### src/rtl/qcsc_pkg.sv
package qcsc_pkg;
  typedef enum logic {
    PH_SYS = 1'b0,
    PH_PAR = 1'b1
  } phase_e;
endpackage

### src/rtl/qcsc_frame_buf.sv
module qcsc_frame_buf #(
  parameter int K = 48,
  localparam int IW = (K > 1) ? $clog2(K) : 1
) (
  input  logic          clk_i,
  input  logic          rst_ni,
  input  logic          wr_en_i,
  input  logic [IW-1:0] wr_idx_i,
  input  logic          wr_bit_i,
  output logic [K-1:0]  outer_o
);
  logic [K-1:0] info_q;

  always_ff @(posedge clk_i or negedge rst_ni) begin
    if (!rst_ni)      info_q <= '0;
    else if (wr_en_i) info_q[wr_idx_i] <= wr_bit_i;
  end

  // circular 1+D: bit 0 pairs with the last bit of the frame
  for (genvar k = 0; k < K; k++) begin : g_outer
    assign outer_o[k] = info_q[k] ^ info_q[(k + K - 1) % K];
  end

  AST_WR_IDX_RANGE: assert property (@(posedge clk_i) disable iff (!rst_ni)
    wr_en_i |-> (int'(wr_idx_i) < K));
endmodule

### src/rtl/qcsc_spc_mix.sv
module qcsc_spc_mix #(
  parameter int Z     = 16,
  parameter int N_BLK = 3,
  parameter int M_BLK = 2,
  parameter int SHIFTS [M_BLK*N_BLK] = '{2, -1, 7, -1, 5, 0},
  localparam int K  = N_BLK * Z,
  localparam int LW = $clog2(Z),
  localparam int BW = (M_BLK > 1) ? $clog2(M_BLK) : 1
) (
  input  logic [K-1:0]  outer_i,
  input  logic [BW-1:0] blk_i,
  input  logic [LW-1:0] loc_i,
  output logic          spc_o
);
  logic [M_BLK-1:0] row_bit;

  for (genvar i = 0; i < M_BLK; i++) begin : g_row
    logic [N_BLK-1:0] term;
    for (genvar j = 0; j < N_BLK; j++) begin : g_col
      localparam int X = SHIFTS[i*N_BLK + j];
      if (X < 0) begin : g_zero
        assign term[j] = 1'b0;
      end else begin : g_on
        localparam int S = X % Z;
        logic [Z-1:0]  seg;
        logic [LW:0]   sum_w;
        logic [LW-1:0] col_w;
        assign seg   = outer_i[j*Z +: Z];
        assign sum_w = {1'b0, loc_i} + (LW+1)'(S);
        assign col_w = (sum_w >= (LW+1)'(Z)) ? LW'(sum_w - (LW+1)'(Z)) : sum_w[LW-1:0];
        assign term[j] = seg[col_w];
      end
    end
    assign row_bit[i] = ^term;
  end

  assign spc_o = row_bit[blk_i];

  always_comb begin
    AST_ROW_IN_RANGE: assert (int'(blk_i) < M_BLK && int'(loc_i) < Z);
  end
endmodule

### src/rtl/qcsc_accum.sv
module qcsc_accum (
  input  logic clk_i,
  input  logic rst_ni,
  input  logic clr_i,
  input  logic en_i,
  input  logic spc_i,
  output logic par_o
);
  logic acc_q;

  assign par_o = acc_q ^ spc_i;

  always_ff @(posedge clk_i or negedge rst_ni) begin
    if (!rst_ni)    acc_q <= 1'b0;
    else if (clr_i) acc_q <= 1'b0;
    else if (en_i)  acc_q <= par_o;
  end
endmodule

### src/rtl/qcsc_encoder.sv
module qcsc_encoder
  import qcsc_pkg::*;
#(
  parameter int Z     = 16,
  parameter int N_BLK = 3,
  parameter int M_BLK = 2,
  parameter int SHIFTS [M_BLK*N_BLK] = '{2, -1, 7, -1, 5, 0},
  localparam int K  = N_BLK * Z,
  localparam int IW = (K > 1) ? $clog2(K) : 1,
  localparam int LW = $clog2(Z),
  localparam int BW = (M_BLK > 1) ? $clog2(M_BLK) : 1
) (
  input  logic clk_i,
  input  logic rst_ni,
  input  logic in_valid_i,
  output logic in_ready_o,
  input  logic in_data_i,
  input  logic in_sof_i,
  output logic out_valid_o,
  input  logic out_ready_i,
  output logic out_data_o,
  output logic out_last_o
);
  phase_e        phase_q;
  logic [IW-1:0] sys_cnt_q;
  logic [LW-1:0] loc_q;
  logic [BW-1:0] blk_q;

  logic          in_sys, head_drop, sys_fire, par_fire, last_par;
  logic          spc_w, par_w;
  logic [K-1:0]  outer_w;

  assign in_sys    = (phase_q == PH_SYS);
  // beats before a start flag are swallowed
  assign head_drop = in_sys && (sys_cnt_q == '0) && !in_sof_i;
  assign sys_fire  = in_sys && in_valid_i && out_ready_i && !head_drop;
  assign par_fire  = !in_sys && out_ready_i;
  assign last_par  = (blk_q == BW'(M_BLK-1)) && (loc_q == LW'(Z-1));

  assign in_ready_o  = in_sys && (out_ready_i || head_drop);
  assign out_valid_o = in_sys ? (in_valid_i && !head_drop) : 1'b1;
  assign out_data_o  = in_sys ? in_data_i : par_w;
  assign out_last_o  = !in_sys && last_par;

  always_ff @(posedge clk_i or negedge rst_ni) begin
    if (!rst_ni) begin
      phase_q   <= PH_SYS;
      sys_cnt_q <= '0;
      loc_q     <= '0;
      blk_q     <= '0;
    end else begin
      if (sys_fire) begin
        if (sys_cnt_q == IW'(K-1)) begin
          sys_cnt_q <= '0;
          phase_q   <= PH_PAR;
        end else begin
          sys_cnt_q <= sys_cnt_q + 1'b1;
        end
      end
      if (par_fire) begin
        if (loc_q == LW'(Z-1)) begin
          loc_q <= '0;
          if (last_par) begin
            blk_q   <= '0;
            phase_q <= PH_SYS;
          end else begin
            blk_q <= blk_q + 1'b1;
          end
        end else begin
          loc_q <= loc_q + 1'b1;
        end
      end
    end
  end

  qcsc_frame_buf #(.K(K)) u_frame (
    .clk_i    (clk_i),
    .rst_ni   (rst_ni),
    .wr_en_i  (sys_fire),
    .wr_idx_i (sys_cnt_q),
    .wr_bit_i (in_data_i),
    .outer_o  (outer_w)
  );

  qcsc_spc_mix #(.Z(Z), .N_BLK(N_BLK), .M_BLK(M_BLK), .SHIFTS(SHIFTS)) u_mix (
    .outer_i (outer_w),
    .blk_i   (blk_q),
    .loc_i   (loc_q),
    .spc_o   (spc_w)
  );

  qcsc_accum u_acc (
    .clk_i  (clk_i),
    .rst_ni (rst_ni),
    .clr_i  (par_fire && last_par),
    .en_i   (par_fire),
    .spc_i  (spc_w),
    .par_o  (par_w)
  );

  AST_STALL_HOLD: assert property (@(posedge clk_i) disable iff (!rst_ni)
    (!in_sys && !out_ready_i) |=> (out_valid_o && $stable(out_data_o)));
  AST_SYS_TO_PAR: assert property (@(posedge clk_i) disable iff (!rst_ni)
    (sys_fire && sys_cnt_q == IW'(K-1)) |=> (out_valid_o && !in_ready_o));
  AST_LAST_REARMS: assert property (@(posedge clk_i) disable iff (!rst_ni)
    (out_last_o && out_ready_i) |=> (in_sys && sys_cnt_q == '0));
  AST_PAR_FROM_ROW0: assert property (@(posedge clk_i) disable iff (!rst_ni)
    $rose(phase_q == PH_PAR) |-> (loc_q == '0 && blk_q == '0));
endmodule

### config.mk
export PLATFORM = sky130hd
export DESIGN_NAME = qcsc_encoder
export DESIGN_NICKNAME = d
export VERILOG_FILES = /design/src/rtl/qcsc_pkg.sv /design/src/rtl/qcsc_frame_buf.sv /design/src/rtl/qcsc_spc_mix.sv /design/src/rtl/qcsc_accum.sv /design/src/rtl/qcsc_encoder.sv
export SDC_FILE = /design/constraint.sdc
export NUM_CORES = 1
export LEC_CHECK = 0
export BUFFER_PORTS_ARGS = -buffer_cell sky130_fd_sc_hd__buf_2
export CAP_MARGIN = 20
export CELL_PAD_IN_SITES_DETAIL_PLACEMENT = 1
export CELL_PAD_IN_SITES_GLOBAL_PLACEMENT = 2
export CORE_ASPECT_RATIO = 1.2
export CORE_MARGIN = 2
export CORE_UTILIZATION = 42
export DETAILED_ROUTE_END_ITERATION = 10
export PLACE_DENSITY_LB_ADDON = 0.08
export RECOVER_POWER = 50
export SYNTH_ARGS = -nofsm -noshare
export SYNTH_HDL_FRONTEND = slang
export SYNTH_SLANG_ARGS = --single-unit
export TNS_END_PERCENT = 30
### constraint.sdc
create_clock -name clk_i -period 3.9 [get_ports clk_i]
set_input_delay 0.195 -clock clk_i [delete_from_list [all_inputs] [get_ports clk_i]]
set_output_delay 0.195 -clock clk_i [all_outputs]
set_load 0.05 [all_outputs]
==> results.json, run 1 <==
{
  "status": "finished clean",
  "synth_most_common_cell": "dfrtp_1",
  "cts_root_buffer": "clkbuf_8",
  "gp_congestion": 0.8231,
  "grt-ovfl-total": 0,
  "synthesis.nets": 406,
  "drtAntennaViolNets": 0,
  "reg2reg_depth": 8,
  "syn_inst": 392,
  "finalSetupViolCount": 0,
  "clock_path_buffers": 2,
  "start_util_pct": 43.70,
  "hold_viol": 0,
  "grt_max_degree": 49,
  "synth_common_cells": "dfrtp_1, nor2_1, mux2i_1",
  "path_cells": "buf_4 -> mux2i_1 -> xnor2_1 -> mux2i_1 -> mux4_2 -> xnor2_1 -> or4b_1 -> o2111ai_1 -> buf_2",
  "tightestPinTransition_ns": 1.332,
  "drt-initial-drc-count": 83,
  "min_from": "out_ready_i",
  "drt-total-wl_mm": 9.966,
  "clkTransAtPathRegs_ns": 0.06,
  "yosysWarnings": 0,
  "grt_pass1_wl_mm": 16.57,
  "cts_buffers": 9,
  "peakVddDrop_uv": 284.4,
  "vias": 2764,
  "drive_above_1_share_pct": 16.25,
  "cp-startpoint": "loc_q[0]",
  "fin_tns_setup_ns": 0,
  "critPathLaunchType": "flop",
  "synth.distinct_cells": 39,
  "dieArea_mm2": 0.01030,
  "synth_area_per_cell_um2": 10.18,
  "cellLeakagePower_uw": 0.001961,
  "wl_per_cell_um": 19.17,
  "cts_num_sinks": 61,
  "period_share_pct": 91.32,
  "fin_area_mm2": 0.004330,
  "path_buf_inv": 2,
  "r2r-start": "loc_q[0]",
  "slew_headroom_pct": 11.23,
  "grt_pass1_vias": 3048,
  "rsz0062_at_grt": "false",
  "synth-seq-area-share_pct": 38.27,
  "path_depth": 9,
  "post_cts_buffers": 0,
  "fin_skew_ns": 0.01243,
  "synth_top_area_share_pct": 38.27,
  "yosysTopAreaCell": "dfrtp_1",
  "drtPass1Iterations": 4,
  "synth_area_mm2": 0.003989,
  "nets": 409,
  "grt.total_usage_pct": 21.24,
  "clock_latency_ns": 0.36,
  "cts_tree": "yes",
  "core_mm2": 0.009129,
  "htree_levels": 3,
  "slowest_delay_ns": 0.54,
  "crit_family": "multiplexers",
  "power_density_mw_per_mm2": 586.8,
  "syn_to_final_growth_pct": 8.563,
  "crit_path_end_kind": "primary output",
  "drc_errors": 0,
  "min_path_type": "in2reg",
  "cp_max_fo": 18,
  "crit_type": "reg2out",
  "yosys-top-cells-area": "dfrtp_1, mux2i_1, mux2_2, mux2_1, xnor2_1",
  "nFillCells": 1049,
  "final_util_pct": 47.44,
  "slowest_stage": "dfrtp_2",
  "ys_async_sr_fraction_pct": 100.0,
  "ys_seq_elements": 61,
  "cts_resized": 0,
  "fmax_mhz": 280.8,
  "drv_cap": 0,
  "antennaDiodeCount": 0,
  "cts_hold_buf": 0,
  "dp_hpwl_mm": 7.091,
  "fp.dieW_um": 92.96,
  "ios": 10,
  "rows": 38,
  "ys.flop_type": "dfrtp_1",
  "placed_area_mm2": 0.004095,
  "die_y_um": 110.8,
  "port_buffers": 9,
  "cp.arrival_ns": 3.37,
  "maxSlewViolCount": 0,
  "worstPathRequired_ns": 3.70,
  "antenna_found_initial": 0,
  "hold_depth": 3,
  "routed_via_density": 5.315,
  "synth_edf_count": 0,
  "layout_min_cycle_time_ns": 3.562
}
-- path summary, 6_finish.rpt --
check | endpoint | slack [ns]
max in group asynchronous | sys_cnt_q[3] | 0.76
worst min-delay path | loc_q[2] | 0.20
worst min register to register | u_frame.info_q[19] | 0.53
min in group asynchronous | u_frame.info_q[43] | 0.57
worst max-delay path | out_data_o | 0.34
worst max register to register | u_acc.acc_q | 1.11
-- state kept, by name, indices dropped and copies added, names as in the netlist --
signal and flops:
u_acc.acc_q 1, sys_cnt_q 6, loc_q 4, blk_q 1
phase_q 1, u_frame.info_q 48
-- worst min-delay path, cell delays in order --
cell and delay (ns):
buf_2 0.15, nand3_1 0.11, xnor2_1 0.07
-- logic make-up after synthesis --
family / count (synthesis) / synth area share, %
buffers and inverters: 31 / 4.015
adder cells (fa/ha/maj): 8 / 2.510
AND/OR/NAND/NOR: 134 / 15.62
flip-flops: 61 / 38.27
AO/OA/AOI/OAI: 19 / 2.917
multiplexers: 103 / 28.76
XOR/XNOR: 36 / 7.905
-- area by class of cell --
class / count / area, um2 / area share, %
clock buffer: 13 / 158.9 / 3.669
clock inverter: 3 / 67.56 / 1.560
inverter: 7 / 26.28 / 0.6068
multi-input combinational: 300 / 2308 / 53.31
sequential: 61 / 1528 / 35.28
tap: 120 / 150.1 / 3.467
timing repair buffer: 16 / 91.34 / 2.109
-- where the power goes --
| part | total, uW | switching, uW | internal, uW |
|---|---|---|---|
| Clock | 665 | 269 | 396 |
| Combinational | 957 | 530 | 427 |
| Sequential | 920 | 170 | 750 |
-- through the flow --
| stage | worst slack, ns | hold WS [ns] | cells | power [uW] |
|---|---|---|---|---|
| floorplan | 0.6891 | -0.1006 | 392 | 1666 |
| global placement | 0.7649 | 0.4355 | 502 | 1880 |
| detailed placement | 0.6856 | 0.4292 | 502 | 1899 |
| CTS | 0.2814 | 0.03183 | 518 | 2576 |
| global route | 0.1512 | 0.2400 | 520 | 2728 |
| finish | 0.3383 | 0.2040 | 520 | 2541 |
-- metal layers --
| layer | up-vias | global-route usage [%] | part of all wire (%) |
|---|---|---|---|
| met2 | 17 | 34.54 | 49 |
| met5 | - | 0 | 0 |
| met1 | 1393 | 28.02 | 48 |
| li1 | 1343 | - | - |
| met3 | 11 | 2.855 | 1.1 |
| met4 | 0 | 9.412 | 2.0 |
-- cell usage in the layout (no fill, tap or decap), types with 2 or more instances in the layout --
master / instances
o21ai_0: 7
ha_1: 8
xnor2_1: 22
mux2i_1: 46
nand2_1: 40
nor2b_1: 6
mux4_2: 4
and2_1: 3
nand4_1: 2
mux2_1: 22
nor3b_1: 3
mux2_2: 31
nand4b_1: 2
nor2_1: 49
nor3_1: 4
nand3_1: 6
clkbuf_8: 11
o211ai_1: 3
dfrtp_1: 60
clkbuf_1: 5
xor2_1: 14
or3_1: 2
a21oi_1: 4
inv_1: 7
a21o_1: 2
nand2b_1: 5
o31ai_1: 2
buf_2: 8
bufinv_16: 2
and3_1: 5
buf_4: 4
No activity file was read; power rests on OpenSTA's default activity.
==> inputs of run 2 (changes only) <==
--- a/config.mk
+++ b/config.mk
@@ -5,13 +5,14 @@
 export SDC_FILE = /design/constraint.sdc
 export NUM_CORES = 1
 export LEC_CHECK = 0
+export ABC_AREA = 1
 export BUFFER_PORTS_ARGS = -buffer_cell sky130_fd_sc_hd__buf_2
 export CAP_MARGIN = 20
 export CELL_PAD_IN_SITES_DETAIL_PLACEMENT = 1
 export CELL_PAD_IN_SITES_GLOBAL_PLACEMENT = 2
 export CORE_ASPECT_RATIO = 1.2
 export CORE_MARGIN = 2
-export CORE_UTILIZATION = 42
+export CORE_UTILIZATION = 36
 export DETAILED_ROUTE_END_ITERATION = 10
 export PLACE_DENSITY_LB_ADDON = 0.08
 export RECOVER_POWER = 50
==> results.json, run 2 <==
{
  "fin_tns_setup_ns": 0,
  "crit_end": "out_data_o",
  "fin_skew_ns": 0.006497,
  "regMostFlops": "u_frame.info_q",
  "synth_area_per_cell_um2": 6.723,
  "final_common_cell": "nand2_1",
  "peakVddDrop_uv": 329.8,
  "post_cts_buffers": 0,
  "cts_buffers": 9,
  "cts_root_buffer": "clkbuf_16",
  "yosysWarnings": 0,
  "port_buffers": 9,
  "status": "finished clean",
  "grt_max_degree": 44,
  "synth-seq-area-share_pct": 36.86,
  "dieArea_mm2": 0.01238,
  "slew_headroom_pct": 18.31,
  "yosysTopAreaCell": "dfrtp_1",
  "layout_min_cycle_time_ns": 3.183,
  "fp.dieW_um": 101.9,
  "clock_path_buffers": 2,
  "grt_pass1_vias": 4110,
  "critPathLaunchType": "flop",
  "ys_seq_elements": 61,
  "cellLeakagePower_uw": 0.002253,
  "period_share_pct": 81.62,
  "reg2reg_depth": 10,
  "cp_max_fo": 34,
  "tightestPinTransition_ns": 1.225,
  "syn_inst": 616,
  "drt-initial-drc-count": 167,
  "core_mm2": 0.01114,
  "drtAntennaViolNets": 0,
  "routed_via_density": 5.129,
  "power_density_mw_per_mm2": 645.5,
  "ys_async_sr_fraction_pct": 100.0,
  "largest_register_ff_count": 48,
  "drv_cap": 0,
  "hold_viol": 0,
  "die_y_um": 121.5,
  "dp_hpwl_mm": 9.656,
  "grt.total_usage_pct": 22.88,
  "nFillCells": 1488,
  "crit_path_end_kind": "primary output",
  "rsz0062_at_grt": "false",
  "top_regs": "u_frame.info_q (48), sys_cnt_q (6), loc_q (4)",
  "synth_top_area_share_pct": 36.86,
  "nets": 637,
  "synthesis.nets": 630,
  "cp-startpoint": "loc_q[0]",
  "gp_congestion": 0.8028,
  "vias": 4006,
  "timing.rr.end": "u_frame.info_q[36]",
  "clock_latency_ns": 0.33,
  "hold-worst-slack_ns": 0.3980,
  "grt-ovfl-total": 0,
  "worstPathRequired_ns": 3.70,
  "synth_area_mm2": 0.004141,
  "synth_edf_count": 0,
  "wl_per_cell_um": 16.67,
  "drt-total-wl_mm": 13.02,
  "fmax_mhz": 314.1,
  "antennaDiodeCount": 0,
  "htree_levels": 3,
  "syn_to_final_growth_pct": 9.577,
  "layout_common_cells": "nand2_1, nand3_1, inv_1",
  "maxSlewViolCount": 0,
  "r2r-start": "sys_cnt_q[0]",
  "grt_pass1_wl_mm": 21.14,
  "antenna_found_initial": 0,
  "drtPass1Iterations": 4,
  "cts_num_sinks": 61,
  "synth_common_cells": "nand2_1, nand3_1, inv_1",
  "start_util_pct": 37.17,
  "cts_tree": "yes",
  "synth_most_common_cell": "nand2_1",
  "crit_type": "reg2out",
  "clkTransAtPathRegs_ns": 0.05,
  "drc_errors": 0,
  "cp.arrival_ns": 2.99,
  "rows": 42,
  "synth.distinct_cells": 36,
  "finalSetupViolCount": 0,
  "drive_above_1_share_pct": 7.337,
  "rrSetupSlack_ns": 1.13,
  "ios": 10,
  "min_path_type": "in2reg",
  "ys.flop_type": "dfrtp_1",
  "yosys-top-cells-area": "dfrtp_1, nand2_1, nand3_1, inv_1, nor2_1"
}
[run 2: layer usage]
| layer | vias up | routed length (um) | track usage [%] | part of all wire [%] |
|---|---|---|---|---|
| met4 | 0 | 228 | 7.417 | 1.8 |
| met2 | 49 | 6527 | 39.43 | 50 |
| met3 | 17 | 407 | 3.283 | 3.1 |
| li1 | 1979 | - | - | - |
| met1 | 1961 | 5854 | 29.19 | 45 |
| met5 | - | 0 | 0 | 0 |
[run 2: worst max-delay path: stages, from the launching register on]
cell      delay, ns
dfrtp_1        0.41
inv_6          0.14
ha_1           0.54
clkinv_1       0.38
nand3_1        0.20
nand3_1        0.09
nand3b_1       0.09
nand2_1        0.07
nand2_1        0.06
nand3_1        0.11
nand2_1        0.09
nand2_1        0.05
nand2_1        0.07
nand2_1        0.05
nand2_1        0.04
buf_2          0.25
[run 2: worst min-delay path by stage]
stage / startpoint / slack, ns / to / cells after the start
floorplan: rst_ni / -0.10 / blk_q / 0
global placement: rst_ni / 0.18 / u_frame.info_q[46] / 1
detailed placement: rst_ni / 0.20 / u_frame.info_q[46] / 1
CTS: in_valid_i / 0.27 / u_frame.info_q[27] / 3
global route: in_data_i / 0.44 / u_frame.info_q[30] / 4
finish: out_ready_i / 0.40 / u_acc.acc_q / 4
[run 2: through the flow]
| stage | total power (uW) | util [%] | area [um2] | setup slack, ns | cells |
|---|---|---|---|---|---|
| after floorplan | 1908 | - | 4141 | 1.372 | 616 |
| after global placement | 2185 | 38.48 | 4287 | 1.212 | 765 |
| after detailed placement | 2221 | 38.48 | 4287 | 1.054 | 765 |
| after CTS | 2968 | 40.90 | 4557 | 0.6829 | 781 |
| after global routing | 3172 | 40.73 | 4538 | 0.4463 | 781 |
| final | 2929 | 40.73 | 4538 | 0.7166 | 781 |
[run 2: power by group]
| part | internal [uW] | switching (uW) |
|---|---|---|
| sequential | 694 | 83.5 |
| clock | 442 | 288 |
| combinational | 451 | 972 |
[run 2: area by class of cell]
| cell class | count | area (um2) | share of cell area, % |
|---|---|---|---|
| Inverter | 75 | 289.0 | 6.369 |
| Clock inverter | 2 | 10.01 | 0.2206 |
| Sequential cell | 61 | 1526 | 33.64 |
| Clock buffer | 13 | 250.2 | 5.514 |
| Timing Repair Buffer | 14 | 81.33 | 1.792 |
| Multi-Input combinational cell | 462 | 2188 | 48.22 |
| Tap cell | 154 | 192.7 | 4.246 |
[run 2: logic make-up (layout without fill, tap and decap cells)]
group                    after synthesis  after routing  synth area share [%]
multiplexers                           2              2                0.6343
XOR/XNOR                               6              6                 1.450
adder cells (fa/ha/maj)                8              8                 2.417
AO/OA/AOI/OAI                         63             63                 8.127
AND/OR/NAND/NOR                      383            383                 40.57
flip-flops                            61             61                 36.86
buffers and inverters                 93            104                 9.939
[run 2: what timing repair did]
item                                   CTS  global route
endpoints found under the hold margin   18             0
hold buffers                             1             0
gates resized for setup                  0             0
